### src/rtl/pwm_action_qual.sv
module pwm_action_qual #(
  parameter int CW = 16
) (
  input  logic          clk,
  input  logic          rst_n,
  input  logic          tick,
  input  logic [CW-1:0] cnt,
  input  logic          cnt_up,
  input  logic          at_zero,
  input  logic          at_period,
  input  logic [CW-1:0] cmp_a,
  input  logic [CW-1:0] cmp_b,
  input  logic          wr_en,
  input  logic [1:0]    wr_sel,
  input  logic [15:0]   wr_data,
  output logic          pwm_a,
  output logic          pwm_b
);

  logic [9:0] act_a, act_b;
  logic [3:0] frc_pend, frc_act, frc_nx;
  logic [1:0] rld;
  logic       hit_a, hit_b, ma_q, mb_q, ev_ca, ev_cb, load_frc;

  assign hit_a = cnt_up && (cnt == cmp_a);
  assign hit_b = cnt_up && (cnt == cmp_b);
  assign ev_ca = hit_a && !ma_q;
  assign ev_cb = hit_b && !mb_q;

  always_comb begin
    case (rld)
      2'b00:   load_frc = tick && at_zero;
      2'b01:   load_frc = tick && at_period;
      2'b10:   load_frc = tick && (at_zero || at_period);
      default: load_frc = tick;
    endcase
  end

  assign frc_nx = load_frc ? frc_pend : frc_act;

  function automatic logic resolve(input logic cur, input logic [9:0] act,
                                   input logic ez, input logic ep,
                                   input logic eca, input logic ecb,
                                   input logic [1:0] frc);
    logic [1:0] pick;
    pick = 2'b00;
    if (ez  && act[1:0] != 2'b00) pick = act[1:0];
    if (ep  && act[3:2] != 2'b00) pick = act[3:2];
    if (eca && act[5:4] != 2'b00) pick = act[5:4];
    if (ecb && act[9:8] != 2'b00) pick = act[9:8];
    if (frc == 2'b01)      return 1'b0;
    else if (frc == 2'b10) return 1'b1;
    case (pick)
      2'b01:   return 1'b0;
      2'b10:   return 1'b1;
      2'b11:   return !cur;
      default: return cur;
    endcase
  endfunction

  always_ff @(posedge clk) begin
    if (!rst_n) begin
      act_a    <= '0;
      act_b    <= '0;
      frc_pend <= '0;
      rld      <= '0;
      frc_act  <= '0;
      ma_q     <= 1'b0;
      mb_q     <= 1'b0;
      pwm_a    <= 1'b0;
      pwm_b    <= 1'b0;
    end else begin
      if (wr_en) begin
        case (wr_sel)
          2'd0: act_a <= wr_data[9:0];
          2'd1: act_b <= wr_data[9:0];
          2'd2: begin
            frc_pend <= wr_data[3:0];
            rld      <= wr_data[7:6];
          end
          default: ;
        endcase
      end
      if (tick) begin
        ma_q    <= hit_a;
        mb_q    <= hit_b;
        frc_act <= frc_nx;
        pwm_a   <= resolve(pwm_a, act_a, at_zero, at_period, ev_ca, ev_cb, frc_nx[1:0]);
        pwm_b   <= resolve(pwm_b, act_b, at_zero, at_period, ev_ca, ev_cb, frc_nx[3:2]);
      end
    end
  end

endmodule


### config.mk
export PLATFORM = sky130hd
export DESIGN_NAME = pwm_action_qual
export DESIGN_NICKNAME = d
export VERILOG_FILES = /design/src/rtl/pwm_action_qual.sv
export SDC_FILE = /design/constraint.sdc
export NUM_CORES = 1
export LEC_CHECK = 0
export ABC_CLOCK_PERIOD_IN_PS = 2650
export CAP_MARGIN = 15
export CELL_PAD_IN_SITES_DETAIL_PLACEMENT = 0
export CELL_PAD_IN_SITES_GLOBAL_PLACEMENT = 1
export CORE_MARGIN = 4
export CORE_UTILIZATION = 32
export CTS_CLUSTER_SIZE = 28
export DETAILED_ROUTE_END_ITERATION = 10
export GPL_TIMING_DRIVEN = 0
export HOLD_SLACK_MARGIN = 0.06
export PLACE_DENSITY = 0.86
export SYNTH_ARGS = -nofsm -noshare
export SYNTH_HDL_FRONTEND = slang
export SYNTH_SLANG_ARGS = --single-unit
### constraint.sdc
create_clock -name clk -period 2.65 [get_ports clk]
set_clock_uncertainty 0.05 [all_clocks]
set_input_delay 0.3975 -clock clk [delete_from_list [all_inputs] [get_ports clk]]
set_output_delay 0.3975 -clock clk [all_outputs]
set_load 0.005 [all_outputs]
==> results of run 1 <==
==> report_power, final <==
group / switching (mW) / total [mW] / internal, mW
registers: 0.00937 / 0.473 / 0.464
logic: 0.127 / 0.289 / 0.162
clock network: 0.175 / 0.384 / 0.208
total: 0.312 / 1.15 / 0.834
==> layout make-up <==
class                   instances  area [um^2]
inverters                      16         60.1
fillers                       558         2830
plain buffers                   6         23.8
well taps                      75         93.8
clock buffers                   6         82.6
multi-input cells             175         1550
clock inverters                 2         12.5
flip-flops and latches         30          602
repair buffers                 79          772
==> synth_stat cells (2+ instances only) <==
cell / instances
nand3_1: 5
mux2i_1: 27
a31oi_1: 4
o22ai_1: 2
a21oi_1: 7
mux2_2: 2
clkbuf_1: 4
ha_1: 9
and2_1: 2
nor3b_1: 5
nor4_2: 2
nand2b_1: 4
o2111ai_1: 2
o21ai_2: 3
nor2_1: 8
inv_1: 16
nand2_1: 13
xor2_1: 6
xnor2_1: 15
a21boi_0: 3
nor3_1: 2
o21ai_1: 2
a211o_2: 2
nor2b_1: 29
dfxtp_1: 30
nand3b_1: 2
o21a_1: 2
nor4_1: 3
a32oi_1: 4
==> critical path, delay by kind of cell, from the launching register on <==
family | cells | cell delay [ns]
fa+ha+maj | 2 | 0.62
simple gates | 2 | 0.17
mux | 2 | 0.44
flops | 1 | 0.35
buf+inv | 2 | 0.21
compound gates | 3 | 0.58
==> logic make-up after synthesis <==
| logic type | after synthesis | share of synthesized area |
|---|---|---|
| compound gates | 36 | 0.133 |
| xor+xnor | 21 | 0.0907 |
| fa+ha+maj | 9 | 0.0555 |
| buf+inv | 22 | 0.0413 |
| flops | 30 | 0.296 |
| mux | 29 | 0.144 |
| simple gates | 80 | 0.239 |
==> cell usage in the layout, fill, tap and decap left out, types with 3 or more instances in the layout <==
| master | count |
|---|---|
| a21oi_1 | 7 |
| a31oi_1 | 4 |
| a32oi_1 | 4 |
| buf_4 | 13 |
| buf_6 | 5 |
| clkbuf_1 | 4 |
| clkbuf_2 | 9 |
| clkbuf_8 | 6 |
| clkdlybuf4s15_1 | 6 |
| clkdlybuf4s50_1 | 22 |
| dfxtp_1 | 29 |
| dlymetal6s2s_1 | 22 |
| ha_1 | 9 |
| inv_1 | 12 |
| inv_2 | 4 |
| mux2i_1 | 27 |
| nand2_1 | 12 |
| nand3_1 | 4 |
| nor2_1 | 6 |
| nor2b_1 | 29 |
| nor3b_1 | 4 |
| nor4_4 | 4 |
| o21ai_2 | 3 |
| xnor2_1 | 10 |
| xnor2_2 | 5 |
| xor2_1 | 4 |
==> flip-flops by register name (all words and copies together), names as in the netlist <==
name	flops
pwm_b	1
act_b	8
frc_pend	4
frc_act	4
mb_q	1
pwm_a	1
ma_q	1
rld	2
act_a	8
==> repair_timing <==
action                                  in CTS  in global routing
setup buffers                                4                  9
endpoints found under the setup margin       2                  2
endpoints found under the hold margin        0                  0
pin swaps                                   21                 41
gates resized for setup                     30                 99
==> stage by stage <==
| stage | total power [mW] | utilization |
|---|---|---|
| floorplan | 0.597 | - |
| global placement | 0.733 | 0.462 |
| detailed placement | 0.737 | 0.462 |
| CTS | 1.12 | 0.484 |
| global route | 1.20 | 0.530 |
| finish | 1.15 | 0.530 |
==> metal layers <==
layer / global-route usage / vias up / routed length, um
li1: - / 973 / -
met1: 0.176 / 911 / 2350
met2: 0.252 / 48 / 2920
met3: 0.0329 / 10 / 316
met4: 0.0335 / 0 / 57
met5: 0 / - / 0
==> worst paths after layout <==
check                            from            endpoint  slack, ns  cells after the start
setup / recovery  rld[0]$_SDFFE_PN0P_  pwm_a$_SDFFE_PN0P_       0.16                     11
hold / removal     pwm_b$_SDFFE_PN0P_  pwm_b$_SDFFE_PN0P_       0.42                      2
setup reg to reg  rld[0]$_SDFFE_PN0P_  pwm_a$_SDFFE_PN0P_       0.16                     11
hold reg to reg    pwm_b$_SDFFE_PN0P_  pwm_b$_SDFFE_PN0P_       0.42                      2
==> results_dict.tcl, run 1 <==
set metrics [dict create \
    clk_pin_slew_worst_paths_ns 0.06 \
    numCtsBuffers 5 \
    place_area_um2 2780 \
    start_util 0.337 \
    viasPerCell 4.99 \
    cp-end-kind "flop" \
    drt_pre_antenna_iters 4 \
    clock_sinks 30 \
    yosys.area.top_type "dfxtp_1" \
    grt_overflow 0 \
    finalCritPeriodShare 0.941 \
    p_per_area_nw_per_um2 358 \
    drc 0 \
    grt_max_degree 11 \
    nets 395 \
    crit_chain "inv_1 > ha_1 > a211oi_2 > nor2_1 > o21ai_2 > buf_4 > mux2i_1 > ha_1 > mux2i_1 > nand3_1 > a21boi_1" \
    outcome "completed" \
    place_ws_ns -0.504 \
    antenna_left 0 \
    netlist_area_um2 2030 \
    slowest_delay_ns 0.35 \
    final.setup.tns_ns 0 \
    leakage_nw 1.48 \
    dieArea_um2 7680 \
    wl_um 5640 \
    die_y_um 87.6 \
    cp.required_ns 2.81 \
    cts-root-buf "clkbuf_8" \
    ys_seq_elements 30 \
    syn_area_per_cell_um2 8.93 \
    place_hpwl_um 4350 \
    synth_edf_count 0 \
    critical_path_class "flop to flop" \
    ys_types 41 \
    final_hold_viol_count 0 \
    via_count 1942 \
    track_usage 0.143 \
    worst_slack_ns 0.155 \
    crit_path_start_kind "flop" \
    cp_max_fo 4 \
    clk_path_buf_depth 2 \
    finalSetupViolCount 0 \
    portBuffers 66 \
    cts_max_level 2 \
    stdcell_count 389 \
    drt_iter0_markers 105 \
    async_flop_share 0 \
    syn_nets 309 \
    synth_top_area_frac 0.296 \
    cts_tree "yes" \
    synth_area_leaders "dfxtp_1 30%, mux2i_1 13%, nor2b_1 8.9%, xnor2_1 6.5%, ha_1 5.6%" \
    synth-seq-area-share 0.296 \
    whs_ns 0.423 \
    yosysWarningCount 0 \
    n_antenna_cell 0 \
    grt_pass1_wl_um 8570 \
    rows 28 \
    synth-main-ff-cell "dfxtp_1" \
    layout-drive-gt1-share 0.248 \
    wl_per_cell_um 14.5 \
    grt_pass1_vias 1884 \
    area_growth_pct 57.6 \
    syn_inst 227 \
    slew_headroom 0.558 \
    timing.max_cap.violations 0 \
    rsz0062_at_grt "true" \
    chipWidth_um 87.6 \
    arrival_ns 2.65 \
    worstMarginPinSlew_ns 0.663 \
    ctsHoldBuffers 0 \
    gp_congestion 0.770 \
    min_period_ns 2.49 \
    finalMaxSlewViolations 0 \
    cp_slowest_cell "dfxtp_2" \
    grt_antenna_before_repair 0 \
    hold_path_class "flop to flop" \
    dp.cells 368 \
    clock_latency_ns 0.28 \
    ios 75 \
    final_area_um2 3200 \
    max_freq_ghz 0.401 \
    vdd_drop_max_v 0.000275 \
    coreArea_um2 6030 \
]
Power figures use the tool's default switching activity.
==> inputs of run 2 (changes only) <==
CORE_ASPECT_RATIO = 0.6   (was not set)
SLEW_MARGIN = 15   (was not set)
==> results_dict.tcl, run 2 (synthesis gave the netlist of run 1 again) <==
set metrics [dict create \
    outcome "completed" \
    layout-drive-gt1-share 0.239 \
    largest_registers "act_a: 8 flops, act_b: 8 flops" \
    cp_common_cell "nand2_1" \
    chipWidth_um 111 \
    grt_overflow 0 \
    final_util 0.517 \
    leakage_nw 1.49 \
    slowest_delay_ns 0.58 \
    drt_pre_antenna_iters 4 \
    clock_sinks 30 \
    cts_tree "yes" \
    cts_max_level 2 \
    mostFrequentLayoutCells "29 x nor2b_1, 29 x dfxtp_1, 25 x dlymetal6s2s_1, 24 x mux2i_1, 22 x clkdlybuf4s50_1" \
    cp_slowest_cell "or4_4" \
    via_count 1885 \
    start_util 0.330 \
    fillers 579 \
    min_period_ns 2.55 \
    ios 75 \
    place_hpwl_um 4570 \
    n_antenna_cell 0 \
    grt_pass1_wl_um 9450 \
    wl_per_cell_um 15.1 \
    slew_headroom 0.557 \
    clk_pin_slew_worst_paths_ns 0.06 \
    coreArea_um2 6140 \
    p_per_area_nw_per_um2 363 \
    grt_pass1_vias 1872 \
    stdcell_count 394 \
    final_hold_viol_count 0 \
    timing.max_cap.violations 0 \
    gp_congestion 0.791 \
    cts-root-buf "clkbuf_8" \
    drt_iter0_markers 79 \
    crit_path_start_kind "input pin" \
    numCtsBuffers 5 \
    groute.layer.met2.usage 0.228 \
    arrival_ns 2.72 \
    finalSetupViolCount 0 \
    vdd_drop_max_v 0.000197 \
    grt_max_degree 11 \
    max_freq_ghz 0.393 \
    dp.cells 377 \
    met3_usage 0.0401 \
    antenna_left 0 \
    cp-end-kind "flop" \
    crit_chain "dlygate4sd2_1 > o2111ai_2 > or4_4 > buf_4 > nor4_2 > a211o_2 > o21a_1 > ha_1 > nor2_1 > nand2_1 > nand2_1 > nand2_1 > a21boi_2" \
    finalCritPeriodShare 0.961 \
    wl_um 5970 \
    rows 22 \
    worstMarginPinSlew_ns 0.665 \
    viasPerCell 4.78 \
    track_usage 0.151 \
    cp_max_fo 3 \
    nets 391 \
    clock_latency_ns 0.29 \
    drc 0 \
    grtUsageMet1 0.214 \
    grt_antenna_before_repair 0 \
    clk_path_buf_depth 2 \
    cp.required_ns 2.82 \
    portBuffers 66 \
    dieArea_um2 7720 \
    grt_busiest_layer "met2" \
    area_growth_pct 56.4 \
    die_y_um 69.7 \
    finalMaxSlewViolations 0 \
    ctsHoldBuffers 0 \
    critical_path_class "input pin to flop" \
    hold_path_class "flop to flop" \
]
run 2: worst max-delay path, delay by kind of cell:
family,cells,cell delay (ns)
simple gates,6,1.04
compound gates,4,0.56
buf+inv,2,0.47
fa+ha+maj,1,0.23
run 2: layout make-up:
cell class / instances / area, um^2 / share of cell area
clock inverter: 2 / 12.5 / 0.00394
inverter: 16 / 60.1 / 0.0189
clock buffer: 6 / 82.6 / 0.0260
tap: 84 / 105 / 0.0331
timing repair buffer: 75 / 742 / 0.234
multi-input combinational: 175 / 1550 / 0.487
sequential: 30 / 602 / 0.190
buffer: 6 / 23.8 / 0.00749
run 2: what timing repair did:
action / CTS / global route
buffers inserted: 5 / 4
endpoints found under the hold margin: 0 / 0
endpoints found under the setup margin: 2 / 2
gates resized for setup: 39 / 75
pin swaps: 24 / 34
run 2: final timing paths:
path / startpoint / end / slack, ns / cells after the start
worst max-delay path: cnt[15] / pwm_a$_SDFFE_PN0P_ / 0.10 / 13
worst min-delay path: pwm_b$_SDFFE_PN0P_ / pwm_b$_SDFFE_PN0P_ / 0.44 / 2
worst max register to register: rld[0]$_SDFFE_PN0P_ / pwm_a$_SDFFE_PN0P_ / 0.16 / 10
worst min register to register: pwm_b$_SDFFE_PN0P_ / pwm_b$_SDFFE_PN0P_ / 0.44 / 2
run 2: routing by layer:
layer | vias up | share of wire | routed length [um]
met2 | 30 | 0.45 | 2700
met1 | 886 | 0.50 | 2980
met3 | 7 | 0.039 | 235
met5 | - | 0 | 0
met4 | 0 | 0.0095 | 57
li1 | 962 | - | -
run 2: per-stage QoR:
stage	hold slack, ns	instance area [um^2]	power [mW]	worst slack (ns)	TNS, ns
after floorplan	0.423	2030	0.597	0.316	0
after global placement	0.440	2790	0.735	-0.515	-0.986
after CTS	0.432	3020	1.14	0.000378	0
after detailed placement	0.439	2790	0.739	-0.582	-1.12
final	0.438	3170	1.15	0.103	0
after global routing	0.472	3170	1.21	-0.0590	-0.0609
run 2: where the power goes:
group	total, mW	leakage, nW	switching (mW)	internal [mW]
clock network	0.390	0.0472	0.182	0.208
logic	0.287	1.20	0.128	0.159
registers	0.474	0.244	0.0105	0.464
==> inputs of run 3 (changes only) <==
CELL_PAD_IN_SITES_DETAIL_PLACEMENT = not set   (was 0)
CELL_PAD_IN_SITES_GLOBAL_PLACEMENT = not set   (was 1)
CORE_UTILIZATION = 45   (was 32)
PLACE_DENSITY = 0.88   (was 0.86)
REMOVE_ABC_BUFFERS = 1   (was not set)
==> results_dict.tcl, run 3 (synthesis gave the netlist of run 1 again) <==
set metrics [dict create \
    p_switching_mw 0.321 \
    numCtsBuffers 5 \
    outcome "complete, but fails checks" \
    coreArea_um2 4230 \
    wl_per_cell_um 17.7 \
    reg2reg_to "pwm_b$_SDFFE_PN0P_" \
    grt_pass1_vias 1834 \
    hold_path_class "flop to flop" \
    cp-end-kind "flop" \
    place_hpwl_um 4500 \
    final_util 0.739 \
    violations "setup timing" \
    clkPwrFrac 0.338 \
    cp_max_fo 5 \
    track_usage 0.205 \
    clock_sinks 30 \
    min_period_ns 2.65 \
    grt_max_degree 31 \
    timing.max_cap.violations 0 \
    finalSetupViolCount 1 \
    n_antenna_cell 0 \
    start_util 0.479 \
    final_common_cell "dfxtp_1" \
    p_per_area_nw_per_um2 367 \
    finalCritPeriodShare 1.00 \
    crit_path_start_kind "input pin" \
    cts_tree "yes" \
    design_power_total_mw 1.15 \
    finalMaxSlewViolations 0 \
    fillers 318 \
    cts_max_level 2 \
    antenna_left 0 \
    wl_um 6530 \
    layout-drive-gt1-share 0.230 \
    worst_slack_ns -0.000229 \
    final_hold_viol_count 0 \
    critical_path_class "input pin to flop" \
    clock_latency_ns 0.29 \
    grt_antenna_before_repair 0 \
    gp_congestion 0.852 \
    max_freq_ghz 0.377 \
    seqPwrFrac 0.413 \
    hp-start "pwm_b$_SDFFE_PN0P_" \
    largest_registers "act_a: 8 flops, act_b: 8 flops" \
    die_y_um 60 \
    place_ws_ns -0.663 \
    ff2ff_setup_slack_ns 0.09 \
    dieArea_um2 5680 \
    leakage_nw 1.44 \
    place_area_um2 2770 \
    drt_pre_antenna_iters 4 \
    drc 0 \
    grt_overflow 0 \
    vdd_drop_max_v 0.000219 \
    clk_path_buf_depth 2 \
    p_int_mw 0.826 \
    chipWidth_um 94.7 \
    rsz0062_at_grt "true" \
    power_frac_comb 0.249 \
    clk_pin_slew_worst_paths_ns 0.07 \
    final_area_um2 3130 \
    via_count 2018 \
    cts-root-buf "clkbuf_8" \
    rows 18 \
    area_growth_pct 54.3 \
    mostFrequentLayoutCells "29 x dfxtp_1, 28 x nor2b_1, 24 x mux2i_1, 22 x clkdlybuf4s50_1" \
    slew_headroom 0.430 \
    drt_iter0_markers 117 \
    cp.required_ns 2.82 \
    hold_path_depth 2 \
    arrival_ns 2.82 \
    ios 75 \
    nets 390 \
    worstHoldEndpoint "pwm_b$_SDFFE_PN0P_" \
    grt_pass1_wl_um 8660 \
    timing.rr.start "rld[0]$_SDFFE_PN0P_" \
    portBuffers 68 \
    viasPerCell 5.47 \
    worstMarginPinSlew_ns 0.852 \
    whs_ns 0.435 \
    switching_share 0.280 \
    reg2reg_depth 11 \
]
==> run 3: cell count changes in the layout (fill, tap and decap cells not counted), sizes merged <==
cell           before  now
dlygate4sd2         3   17
clkbuf             20   17
clkinvlp            1    0
clkdlybuf4s15       5    2
dlymetal6s2s       25   17
==> run 3: worst max path at each step <==
stage / startpoint / to / slack, ns / depth (start not counted)
after detailed placement: cnt[7] / pwm_a$_SDFFE_PN0P_ / -0.66 / 13
after global routing: cnt[5] / pwm_a$_SDFFE_PN0P_ / -0.13 / 13
after global placement: cnt[7] / pwm_b$_SDFFE_PN0P_ / -0.54 / 13
final: cnt[5] / pwm_a$_SDFFE_PN0P_ / -0.0002 / 13
after CTS: cmp_a[14] / pwm_b$_SDFFE_PN0P_ / 0.001 / 13
after floorplan: rld[0]$_SDFFE_PN0P_ / pwm_a$_SDFFE_PN0P_ / 0.32 / 10
==> run 3: power groups by stage <==
| stage | Clock (mW) | Combinational, mW | Sequential, mW |
|---|---|---|---|
| detailed placement | 0 | 0.257 | 0.483 |
| floorplan | 0 | 0.111 | 0.480 |
| CTS | 0.393 | 0.256 | 0.473 |
| global route | 0.416 | 0.304 | 0.475 |
| finish | 0.387 | 0.286 | 0.474 |
| global placement | 0 | 0.249 | 0.483 |
==> run 3: per-stage QoR <==
step / setup TNS [ns] / cells
after detailed placement: -1.24 / 350
after global routing: -0.173 / 369
after floorplan: 0 / 221
final: -0.000229 / 369
after CTS: 0 / 361
after global placement: -1.42 / 349
==> run 3: final cells by class <==
class                           count  area (um^2)  share of cell area
Tap cell                           60         75.1              0.0240
Sequential cell                    30          604               0.193
Clock inverter                      1         5.00             0.00160
Clock buffer                        7         86.3              0.0276
Timing Repair Buffer               80          762               0.244
Multi-Input combinational cell    175         1540               0.491
Inverter                           16         60.1              0.0192
==> run 3: timing repair <==
item | CTS | global route
endpoints found under the setup margin | 2 | 2
gates resized for setup | 44 | 64
setup buffers | 3 | 8
pin swaps | 22 | 41
hold buffers | 0 | 0
==> run 3: critical path, stage by stage <==
cell and delay, ns:
dlygate4sd2_1 0.27, nor2b_1 0.14, a221o_1 0.36, nor3b_2 0.31, a31oi_1 0.16, a211o_2 0.37, o21a_1 0.15, ha_4 0.23
nor2_1 0.07, nand2_1 0.08, nand2_1 0.07, nand2_1 0.06, a21boi_1 0.14
==> run 3: per-layer routing <==
metal | up-vias | track usage | wire, um
li1 | 962 | - | -
met1 | 940 | 0.280 | 2940
met2 | 89 | 0.316 | 2900
met3 | 27 | 0.0541 | 438
met4 | 0 | 0.0657 | 254
met5 | - | 0 | 0
